$ cat config.mk
export PLATFORM = sky130hd
export DESIGN_NAME = prog_port_seq
export DESIGN_NICKNAME = d
export VERILOG_FILES = /design/src/rtl/prog_seq_pkg.sv /design/src/rtl/prog_seq_front.sv /design/src/rtl/prog_seq_parse.sv /design/src/rtl/prog_seq_guard.sv /design/src/rtl/prog_port_seq.sv
export SDC_FILE = /design/constraint.sdc
export NUM_CORES = 1
export LEC_CHECK = 0
export ABC_AREA = 1
export BUFFER_PORTS_ARGS = -buffer_cell sky130_fd_sc_hd__buf_2
export CORE_UTILIZATION = 49
export DETAILED_ROUTE_END_ITERATION = 10
export PLACE_DENSITY = 0.72
export SLEW_MARGIN = 0
export SYNTH_ARGS = -nofsm -noshare
export SYNTH_HDL_FRONTEND = slang
export SYNTH_SLANG_ARGS = --single-unit
$ cat constraint.sdc
create_clock -name clk -period 2.9 [get_ports clk]
set_input_delay 0.58 -clock clk [delete_from_list [all_inputs] [get_ports clk]]
set_output_delay 0.58 -clock clk [all_outputs]
set_load 0.01 [all_outputs]
$ cat src/rtl/prog_seq_pkg.sv
package prog_seq_pkg;

   typedef enum logic [1:0] {
      PH_IDLE   = 2'd0,
      PH_CMD    = 2'd1,
      PH_ALO    = 2'd2,
      PH_STREAM = 2'd3
   } phase_t;

endpackage

$ cat src/rtl/prog_seq_front.sv
module prog_seq_front #(
   parameter int DATA_W      = 16,
   parameter int MODE_W      = 4,
   parameter int SYNC_STAGES = 2
) (
   input  logic              clk,
   input  logic              rst_n,
   input  logic              host_stb,
   input  logic [MODE_W-1:0] host_mode,
   input  logic [DATA_W-1:0] host_data,
   input  logic              lock,
   output logic              host_rdy,
   output logic              word_vld,
   output logic [MODE_W-1:0] word_mode,
   output logic [DATA_W-1:0] word_data
);

   logic stb_s;
   logic stb_prev;
   logic take;

   generate
      if (SYNC_STAGES == 0) begin : g_direct
         assign stb_s = host_stb;
      end else begin : g_sync
         logic [SYNC_STAGES-1:0] chain;
         always_ff @(posedge clk or negedge rst_n) begin
            if (!rst_n) chain <= '0;
            else        chain <= {chain[SYNC_STAGES-2+1-1:0], host_stb};
         end
         assign stb_s = chain[SYNC_STAGES-1];
      end
   endgenerate

   assign host_rdy = !word_vld && !lock;
   assign take     = stb_s && !stb_prev && host_rdy;

   always_ff @(posedge clk or negedge rst_n) begin
      if (!rst_n) begin
         stb_prev  <= 1'b0;
         word_vld  <= 1'b0;
         word_mode <= '0;
         word_data <= '0;
      end else begin
         stb_prev <= stb_s;
         word_vld <= take;
         if (take) begin
            word_mode <= host_mode;
            word_data <= host_data;
         end
      end
   end

endmodule

$ cat src/rtl/prog_seq_parse.sv
module prog_seq_parse
   import prog_seq_pkg::*;
#(
   parameter int          DATA_W  = 16,
   parameter int          ADDR_W  = 32,
   parameter int          MODE_W  = 4,
   parameter int          OP_W    = 8,
   parameter logic [3:0]  MD_CMD  = 4'd1,
   parameter logic [3:0]  MD_ALO  = 4'd2,
   parameter logic [3:0]  MD_AHI  = 4'd3,
   parameter logic [3:0]  MD_DAT  = 4'd5,
   parameter logic [7:0]  OP_WRAM = 8'h10,
   parameter logic [7:0]  OP_SEL  = 8'h20,
   parameter logic [7:0]  OP_SEC  = 8'h30,
   parameter logic [7:0]  OP_WP   = 8'h41,
   parameter logic [7:0]  OP_EA   = 8'h42,
   parameter logic [7:0]  OP_LB   = 8'h43,
   parameter logic [7:0]  OP_GPB  = 8'h44
) (
   input  logic              clk,
   input  logic              rst_n,
   input  logic              word_vld,
   input  logic [MODE_W-1:0] word_mode,
   input  logic [DATA_W-1:0] word_data,
   input  logic              wipe,
   output logic              sec_hit,
   output logic              wr_stb,
   output logic              cmd_stb,
   output logic              wr_sel,
   output logic [ADDR_W-1:0] wr_addr,
   output logic [DATA_W-1:0] wr_data,
   output logic [OP_W-1:0]   cmd_op,
   output logic              err
);

   localparam int HI_W = ADDR_W - DATA_W;

   phase_t            phase;
   logic [OP_W-1:0]   op_q;
   logic [ADDR_W-1:0] addr_q;
   logic              sel_q;
   logic              op_known;
   logic              is_ctl_op;
   logic [OP_W-1:0]   new_op;

   assign new_op    = word_data[OP_W-1:0];
   assign is_ctl_op = (op_q == OP_W'(OP_WP)) || (op_q == OP_W'(OP_EA)) ||
                      (op_q == OP_W'(OP_LB)) || (op_q == OP_W'(OP_GPB));
   assign op_known  = (new_op == OP_W'(OP_WRAM)) || (new_op == OP_W'(OP_SEL)) ||
                      (new_op == OP_W'(OP_SEC))  || (new_op == OP_W'(OP_WP))  ||
                      (new_op == OP_W'(OP_EA))   || (new_op == OP_W'(OP_LB))  ||
                      (new_op == OP_W'(OP_GPB));

   assign sec_hit = word_vld && !wipe && (word_mode == MODE_W'(MD_DAT)) &&
                    (phase == PH_CMD) && (op_q == OP_W'(OP_SEC)) && (word_data == '0);

   always_ff @(posedge clk or negedge rst_n) begin
      if (!rst_n) begin
         phase   <= PH_IDLE;
         op_q    <= '0;
         addr_q  <= '0;
         sel_q   <= 1'b0;
         wr_stb  <= 1'b0;
         cmd_stb <= 1'b0;
         wr_sel  <= 1'b0;
         wr_addr <= '0;
         wr_data <= '0;
         cmd_op  <= '0;
         err     <= 1'b0;
      end else begin
         wr_stb  <= 1'b0;
         cmd_stb <= 1'b0;
         if (wipe) begin
            phase <= PH_IDLE;
            sel_q <= 1'b0;
            err   <= 1'b0;
         end else if (word_vld) begin
            if (word_mode == MODE_W'(MD_CMD)) begin
               op_q  <= new_op;
               phase <= op_known ? PH_CMD : PH_IDLE;
               err   <= !op_known;
            end else if (word_mode == MODE_W'(MD_ALO)) begin
               if (phase == PH_CMD && op_q == OP_W'(OP_WRAM)) begin
                  addr_q[DATA_W-1:0] <= word_data;
                  phase              <= PH_ALO;
               end else begin
                  err <= 1'b1;
               end
            end else if (word_mode == MODE_W'(MD_AHI)) begin
               if (phase == PH_ALO) begin
                  addr_q[ADDR_W-1:DATA_W] <= word_data[HI_W-1:0];
                  phase                   <= PH_STREAM;
               end else begin
                  err <= 1'b1;
               end
            end else if (word_mode == MODE_W'(MD_DAT)) begin
               if (phase == PH_STREAM) begin
                  wr_stb  <= 1'b1;
                  wr_sel  <= sel_q;
                  wr_addr <= addr_q;
                  wr_data <= word_data;
                  addr_q  <= addr_q + 1'b1;
               end else if (phase == PH_CMD && op_q == OP_W'(OP_SEL)) begin
                  if (word_data <= DATA_W'(1)) sel_q <= word_data[0];
                  else                         err   <= 1'b1;
                  phase <= PH_IDLE;
               end else if (phase == PH_CMD && op_q == OP_W'(OP_SEC)) begin
                  if (word_data == '0) begin
                     cmd_stb <= 1'b1;
                     wr_sel  <= 1'b0;
                     cmd_op  <= op_q;
                     wr_data <= word_data;
                  end else begin
                     err <= 1'b1;
                  end
                  phase <= PH_IDLE;
               end else if (phase == PH_CMD && is_ctl_op) begin
                  cmd_stb <= 1'b1;
                  wr_sel  <= sel_q;
                  cmd_op  <= op_q;
                  wr_data <= word_data;
                  phase   <= PH_IDLE;
               end else begin
                  err <= 1'b1;
               end
            end else begin
               err <= 1'b1;
            end
         end
      end
   end

endmodule

$ cat src/rtl/prog_seq_guard.sv
module prog_seq_guard #(
   parameter int unsigned ERASE_CYC = 11_000_000
) (
   input  logic clk,
   input  logic rst_n,
   input  logic sec_hit,
   input  logic erase_in,
   output logic secured,
   output logic wipe
);

   localparam int CNT_W = $clog2(ERASE_CYC + 2) + 1;

   logic [CNT_W-1:0] hold_cnt;

   assign wipe = secured && erase_in && (hold_cnt == CNT_W'(ERASE_CYC));

   always_ff @(posedge clk or negedge rst_n) begin
      if (!rst_n) begin
         hold_cnt <= '0;
         secured  <= 1'b0;
      end else begin
         if (!erase_in)                             hold_cnt <= '0;
         else if (hold_cnt <= CNT_W'(ERASE_CYC))    hold_cnt <= hold_cnt + 1'b1;
         if (wipe)         secured <= 1'b0;
         else if (sec_hit) secured <= 1'b1;
      end
   end

endmodule

$ cat src/rtl/prog_port_seq.sv
module prog_port_seq #(
   parameter int          DATA_W      = 16,
   parameter int          ADDR_W      = 32,
   parameter int          MODE_W      = 4,
   parameter int          OP_W        = 8,
   parameter int          SYNC_STAGES = 2,
   parameter int unsigned ERASE_CYC   = 11_000_000,
   parameter logic [3:0]  MD_CMD      = 4'd1,
   parameter logic [3:0]  MD_ALO      = 4'd2,
   parameter logic [3:0]  MD_AHI      = 4'd3,
   parameter logic [3:0]  MD_DAT      = 4'd5,
   parameter logic [7:0]  OP_WRAM     = 8'h10,
   parameter logic [7:0]  OP_SEL      = 8'h20,
   parameter logic [7:0]  OP_SEC      = 8'h30,
   parameter logic [7:0]  OP_WP       = 8'h41,
   parameter logic [7:0]  OP_EA       = 8'h42,
   parameter logic [7:0]  OP_LB       = 8'h43,
   parameter logic [7:0]  OP_GPB      = 8'h44
) (
   input  logic              clk,
   input  logic              rst_n,
   input  logic              host_stb,
   input  logic [MODE_W-1:0] host_mode,
   input  logic [DATA_W-1:0] host_data,
   output logic              host_rdy,
   input  logic              erase_in,
   output logic              wr_stb,
   output logic              cmd_stb,
   output logic              wr_sel,
   output logic [ADDR_W-1:0] wr_addr,
   output logic [DATA_W-1:0] wr_data,
   output logic [OP_W-1:0]   cmd_op,
   output logic              err,
   output logic              secured
);

   generate
      if (ADDR_W <= DATA_W || ADDR_W > 2 * DATA_W) begin : g_bad_addr
         $fatal(1, "ADDR_W must lie above DATA_W and at most twice it");
      end
      if (MODE_W < 1 || MODE_W > 4) begin : g_bad_mode
         $fatal(1, "MODE_W must be 1 to 4");
      end
      if (OP_W < 1 || OP_W > 8 || OP_W > DATA_W) begin : g_bad_op
         $fatal(1, "OP_W must be 1 to 8 and fit in DATA_W");
      end
      if (SYNC_STAGES < 0 || SYNC_STAGES > 3) begin : g_bad_sync
         $fatal(1, "SYNC_STAGES must be 0 to 3");
      end
      if (ERASE_CYC < 1) begin : g_bad_erase
         $fatal(1, "ERASE_CYC must be at least 1");
      end
   endgenerate

   logic              word_vld;
   logic [MODE_W-1:0] word_mode;
   logic [DATA_W-1:0] word_data;
   logic              sec_hit;
   logic              wipe;

   prog_seq_front #(
      .DATA_W      (DATA_W),
      .MODE_W      (MODE_W),
      .SYNC_STAGES (SYNC_STAGES)
   ) u_front (
      .clk       (clk),
      .rst_n     (rst_n),
      .host_stb  (host_stb),
      .host_mode (host_mode),
      .host_data (host_data),
      .lock      (secured),
      .host_rdy  (host_rdy),
      .word_vld  (word_vld),
      .word_mode (word_mode),
      .word_data (word_data)
   );

   prog_seq_parse #(
      .DATA_W  (DATA_W),
      .ADDR_W  (ADDR_W),
      .MODE_W  (MODE_W),
      .OP_W    (OP_W),
      .MD_CMD  (MD_CMD),
      .MD_ALO  (MD_ALO),
      .MD_AHI  (MD_AHI),
      .MD_DAT  (MD_DAT),
      .OP_WRAM (OP_WRAM),
      .OP_SEL  (OP_SEL),
      .OP_SEC  (OP_SEC),
      .OP_WP   (OP_WP),
      .OP_EA   (OP_EA),
      .OP_LB   (OP_LB),
      .OP_GPB  (OP_GPB)
   ) u_parse (
      .clk       (clk),
      .rst_n     (rst_n),
      .word_vld  (word_vld),
      .word_mode (word_mode),
      .word_data (word_data),
      .wipe      (wipe),
      .sec_hit   (sec_hit),
      .wr_stb    (wr_stb),
      .cmd_stb   (cmd_stb),
      .wr_sel    (wr_sel),
      .wr_addr   (wr_addr),
      .wr_data   (wr_data),
      .cmd_op    (cmd_op),
      .err       (err)
   );

   prog_seq_guard #(
      .ERASE_CYC (ERASE_CYC)
   ) u_guard (
      .clk      (clk),
      .rst_n    (rst_n),
      .sec_hit  (sec_hit),
      .erase_in (erase_in),
      .secured  (secured),
      .wipe     (wipe)
   );

endmodule

==> impl_metrics.env <==
export IMPL_synthMuxAreaShare_pct=0.138
export IMPL_worstSetupEndpointType="flop"
export IMPL_synth_fp_nets=1145
export IMPL_cts_resized=0
export IMPL_htreeDepth=4
export IMPL_core_area_sq_um=16100
export IMPL_start_util_pct=50.9
export IMPL_grt_pass1_wl_mm=37.1
export IMPL_dpl_hpwl_mm=16.4
export IMPL_numCtsBuffers=17
export IMPL_power_density_nw_per_um2=478
export IMPL_fin_ws_ns=0.567
export IMPL_crit_type="flop to flop"
export IMPL_layout_cells_non_filler=1426
export IMPL_antenna_found_initial=0
export IMPL_crit_slowest_cell="clkinv_1"
export IMPL_avgSynthCellArea_sq_um=7.31
export IMPL_setup_tns_ns=0
export IMPL_synthArstFlopShare_pct=100
export IMPL_crit_required_ns=3.25
export IMPL_postRouteWirelength_mm=22.3
export IMPL_grt_usage_pct=27.3
export IMPL_clock_sinks=153
export IMPL_ys_ff_latch=153
export IMPL_portBuffers=85
export IMPL_path_common_cell="nand2_1"
export IMPL_synth_compound_area_share_pct=8.19
export IMPL_path_buf_inv=2
export IMPL_rsz0062_at_grt="no"
export IMPL_p_seq_share_pct=47.9
export IMPL_clock_skew_final_ns=0.00695
export IMPL_place_congestion=0.992
export IMPL_cts_tree="built"
export IMPL_hold_class="input pin to asynchronous set/reset pin"
export IMPL_setup_violations=0
export IMPL_fp_dieArea_sq_um=17200
export IMPL_yosys_area_share_simple_pct=34.7
export IMPL_place_ws_ns=0.655
export IMPL_fin_crit_sh_pct=80.4
export IMPL_vias=7572
export IMPL_drt_first_iter_violations=580
export IMPL_wire_per_inst_um=15.6
export IMPL_crit_path_max_incr_delay_ns=0.49
export IMPL_wl_met2_mm=10.9
export IMPL_r2r_worst_path_cells=8
export IMPL_syn_inst=1118
export IMPL_rrSetupSlack_ns=0.57
export IMPL_grt_pass1_vias=7275
export IMPL_yosysSeqAreaShare_pct=46.9
export IMPL_synth_warnings=0
export IMPL_status="finished, final reports clean"
export IMPL_yosysTopAreaCellShare_pct=46.9
export IMPL_period_needed_ns=2.33
export IMPL_power_frac_comb_pct=2.0
export IMPL_synthTopCellsByCount="nand2_1, dfrtp_1, nand3_1, inv_1, nor2_1"
export IMPL_die_height_um=131
export IMPL_die_w_um=131
export IMPL_antenna_cells=0
export IMPL_met3_wirelength_mm=1.11
export IMPL_cp_cell_sequence="nor2_1 > nand2_1 > nor2_4 > clkinv_1 > buf_4 > nand2_1 > nand3_1 > a21oi_1"
export IMPL_slew_viol_final=0
export IMPL_syn_area_sq_um=8170
export IMPL_max_slew_margin_rel_pct=44.4
export IMPL_clk_path_buf_depth=2
export IMPL_dp_cells=1396
export IMPL_tightest_slew_ns=0.832
export IMPL_irDropWorstVdd_uv=413
export IMPL_via_per_inst=5.31
export IMPL_dr_pass1_iters=5
export IMPL_r2r_start="u_front.word_mode[2]"
export IMPL_cpLargestDelayFamily="simple AND/OR/NAND/NOR gates"
export IMPL_synth_xor_area_share_pct=1.72
export IMPL_crit_path_start_kind="flop"
export IMPL_synth_fa_ha_area_share_pct=0.459
export IMPL_post_synth_top_count_cell="nand2_1"
export IMPL_clockPowerShare_pct=50.2
export IMPL_p_int_w=0.00353
export IMPL_synth_edff_count=0
export IMPL_clk_latency_ns=0.43
export IMPL_holdBufCountCts=0
export IMPL_met1Wirelength_mm=9.73
export IMPL_synth_top_flop_cell="dfrtp_1"
export IMPL_drv_cap=0
export IMPL_drc_errors=0
export IMPL_cts_root_buffer="clkbuf_16"
export IMPL_gr_total_overflow=0
export IMPL_synth_area_leaders="dfrtp_1, nand2_1, nand3_1"
export IMPL_swShare_pct=21.2
export IMPL_p_leak_nw=4.84
export IMPL_reg2reg_to="u_parse.phase[0]"
export IMPL_finalHoldViolations=0
export IMPL_switching_power_w=0.000949
export IMPL_fp_row_count=46
export IMPL_synth_top_family_by_area="simple AND/OR/NAND/NOR gates"
export IMPL_ios=86
export IMPL_cp_arrival_ns=2.68
export IMPL_cts_setup_buffers=0
export IMPL_highest_layer="met4"
export IMPL_critPathMaxFanout=19
export IMPL_grt_start_max_net_pins=66
export IMPL_synth_distinct_cells=38
export IMPL_postRouteAntennaNets=0
export IMPL_max_freq_mhz=429
export IMPL_fin_nets=1226
export IMPL_clk_pin_slew_ns=0.06
export IMPL_layout_drive_gt1_share_pct=13.1
export IMPL_syn_to_final_growth_pct=14.7
export IMPL_synth_top_area_cell="dfrtp_1"
cells by family after synthesis:
group	count (synthesis)
AO/OA/AOI/OAI	129
XOR/XNOR	16
adder cells (fa/ha/maj)	3
buffers and inverters	154
flip-flops	153
multiplexers	1
AND/OR/NAND/NOR	662
final cells by class:
cell class                      count  area [sq um]
Clock buffer                       19           443
Clock inverter                     11           148
Fill cell                        1501          6690
Inverter                          119           447
Multi-Input combinational cell    811          3700
Sequential cell                   153          3830
Tap cell                          216           270
Timing Repair Buffer               97           534
sequential cells by signal, indices dropped and copies added, names as in the netlist, 2 cells and up:
name	count
u_parse.wr_data	16
u_front.g_sync.chain	2
u_front.word_mode	4
u_front.word_data	16
u_parse.op_q	8
u_parse.wr_addr	32
u_guard.hold_cnt	25
u_parse.addr_q	32
u_parse.cmd_op	8
u_parse.phase	2
through the flow:
step | hold WS (ns) | utilization, % | cell area (sq um) | power [W]
2_1_floorplan | 0.284 | - | 8170 | 0.00220
3_3_place_gp | 0.378 | 54.7 | 8780 | 0.00227
3_5_place_dp | 0.376 | 54.7 | 8780 | 0.00228
4_1_cts | 0.150 | 58.4 | 9370 | 0.00452
5_1_grt | 0.167 | 58.4 | 9370 | 0.00462
6_report | 0.129 | 58.4 | 9370 | 0.00448
routing by layer:
| layer | track usage [%] | up-vias |
|---|---|---|
| met2 | 45.2 | 213 |
| met4 | 9.80 | 0 |
| met5 | 0 | - |
| met1 | 35.2 | 3586 |
| li1 | - | 3730 |
| met3 | 5.94 | 43 |
power by group through the flow:
stage / Clock [W] / Sequential [W] / Combinational (W)
finish: 0.00225 / 0.00215 / 0.0000877
global route: 0.00237 / 0.00214 / 0.000102
CTS: 0.00228 / 0.00215 / 0.0000917
detailed placement: 0 / 0.00218 / 0.0000910
global placement: 0 / 0.00218 / 0.0000905
floorplan: 0 / 0.00218 / 0.0000183
worst register-to-register path, cell delays in order, from the launching register on:
cell	delay (ns)
dfrtp_1	0.39
nor2_1	0.17
nand2_1	0.14
nor2_4	0.47
clkinv_1	0.50
buf_4	0.33
nand2_1	0.07
nand3_1	0.06
a21oi_1	0.14
worst max-delay path by stage:
stage,start,to,slack [ns],cells past startpoint
6_report,u_front.word_mode[2],u_parse.phase[0],0.57,8
3_5_place_dp,u_front.word_mode[2],u_parse.phase[1],0.65,9
5_1_grt,u_front.word_mode[2],u_parse.phase[0],0.41,9
2_1_floorplan,erase_in,u_parse.cmd_op[0],1.14,10
4_1_cts,u_front.word_mode[2],u_parse.phase[1],0.64,9
3_3_place_gp,u_front.word_mode[2],u_parse.phase[0],0.66,8
placed cells by master (no fill, tap or decap), types with 2 or more instances in the layout:
cell,netlist,layout
clkinv_4,0,2
nor3_1,24,24
nand4_1,15,15
clkbuf_16,0,17
nand2_2,6,6
a31oi_1,2,2
a21oi_1,14,14
nand3_1,114,114
nand3b_1,4,4
buf_2,13,84
inv_2,4,4
nor2_1,103,102
nand2_1,378,378
bufinv_16,0,3
o21ai_0,88,88
o21ai_1,18,18
nand2_4,3,3
clkinv_1,2,2
o21ai_2,4,4
inv_1,113,113
xor2_1,15,15
nor2_4,4,4
nor2_2,4,5
buf_4,6,11
nor3b_1,2,2
clkinv_2,0,3
dfrtp_1,153,153
ha_1,3,3
inv_6,0,2
(Power assumes the default switching activity.)
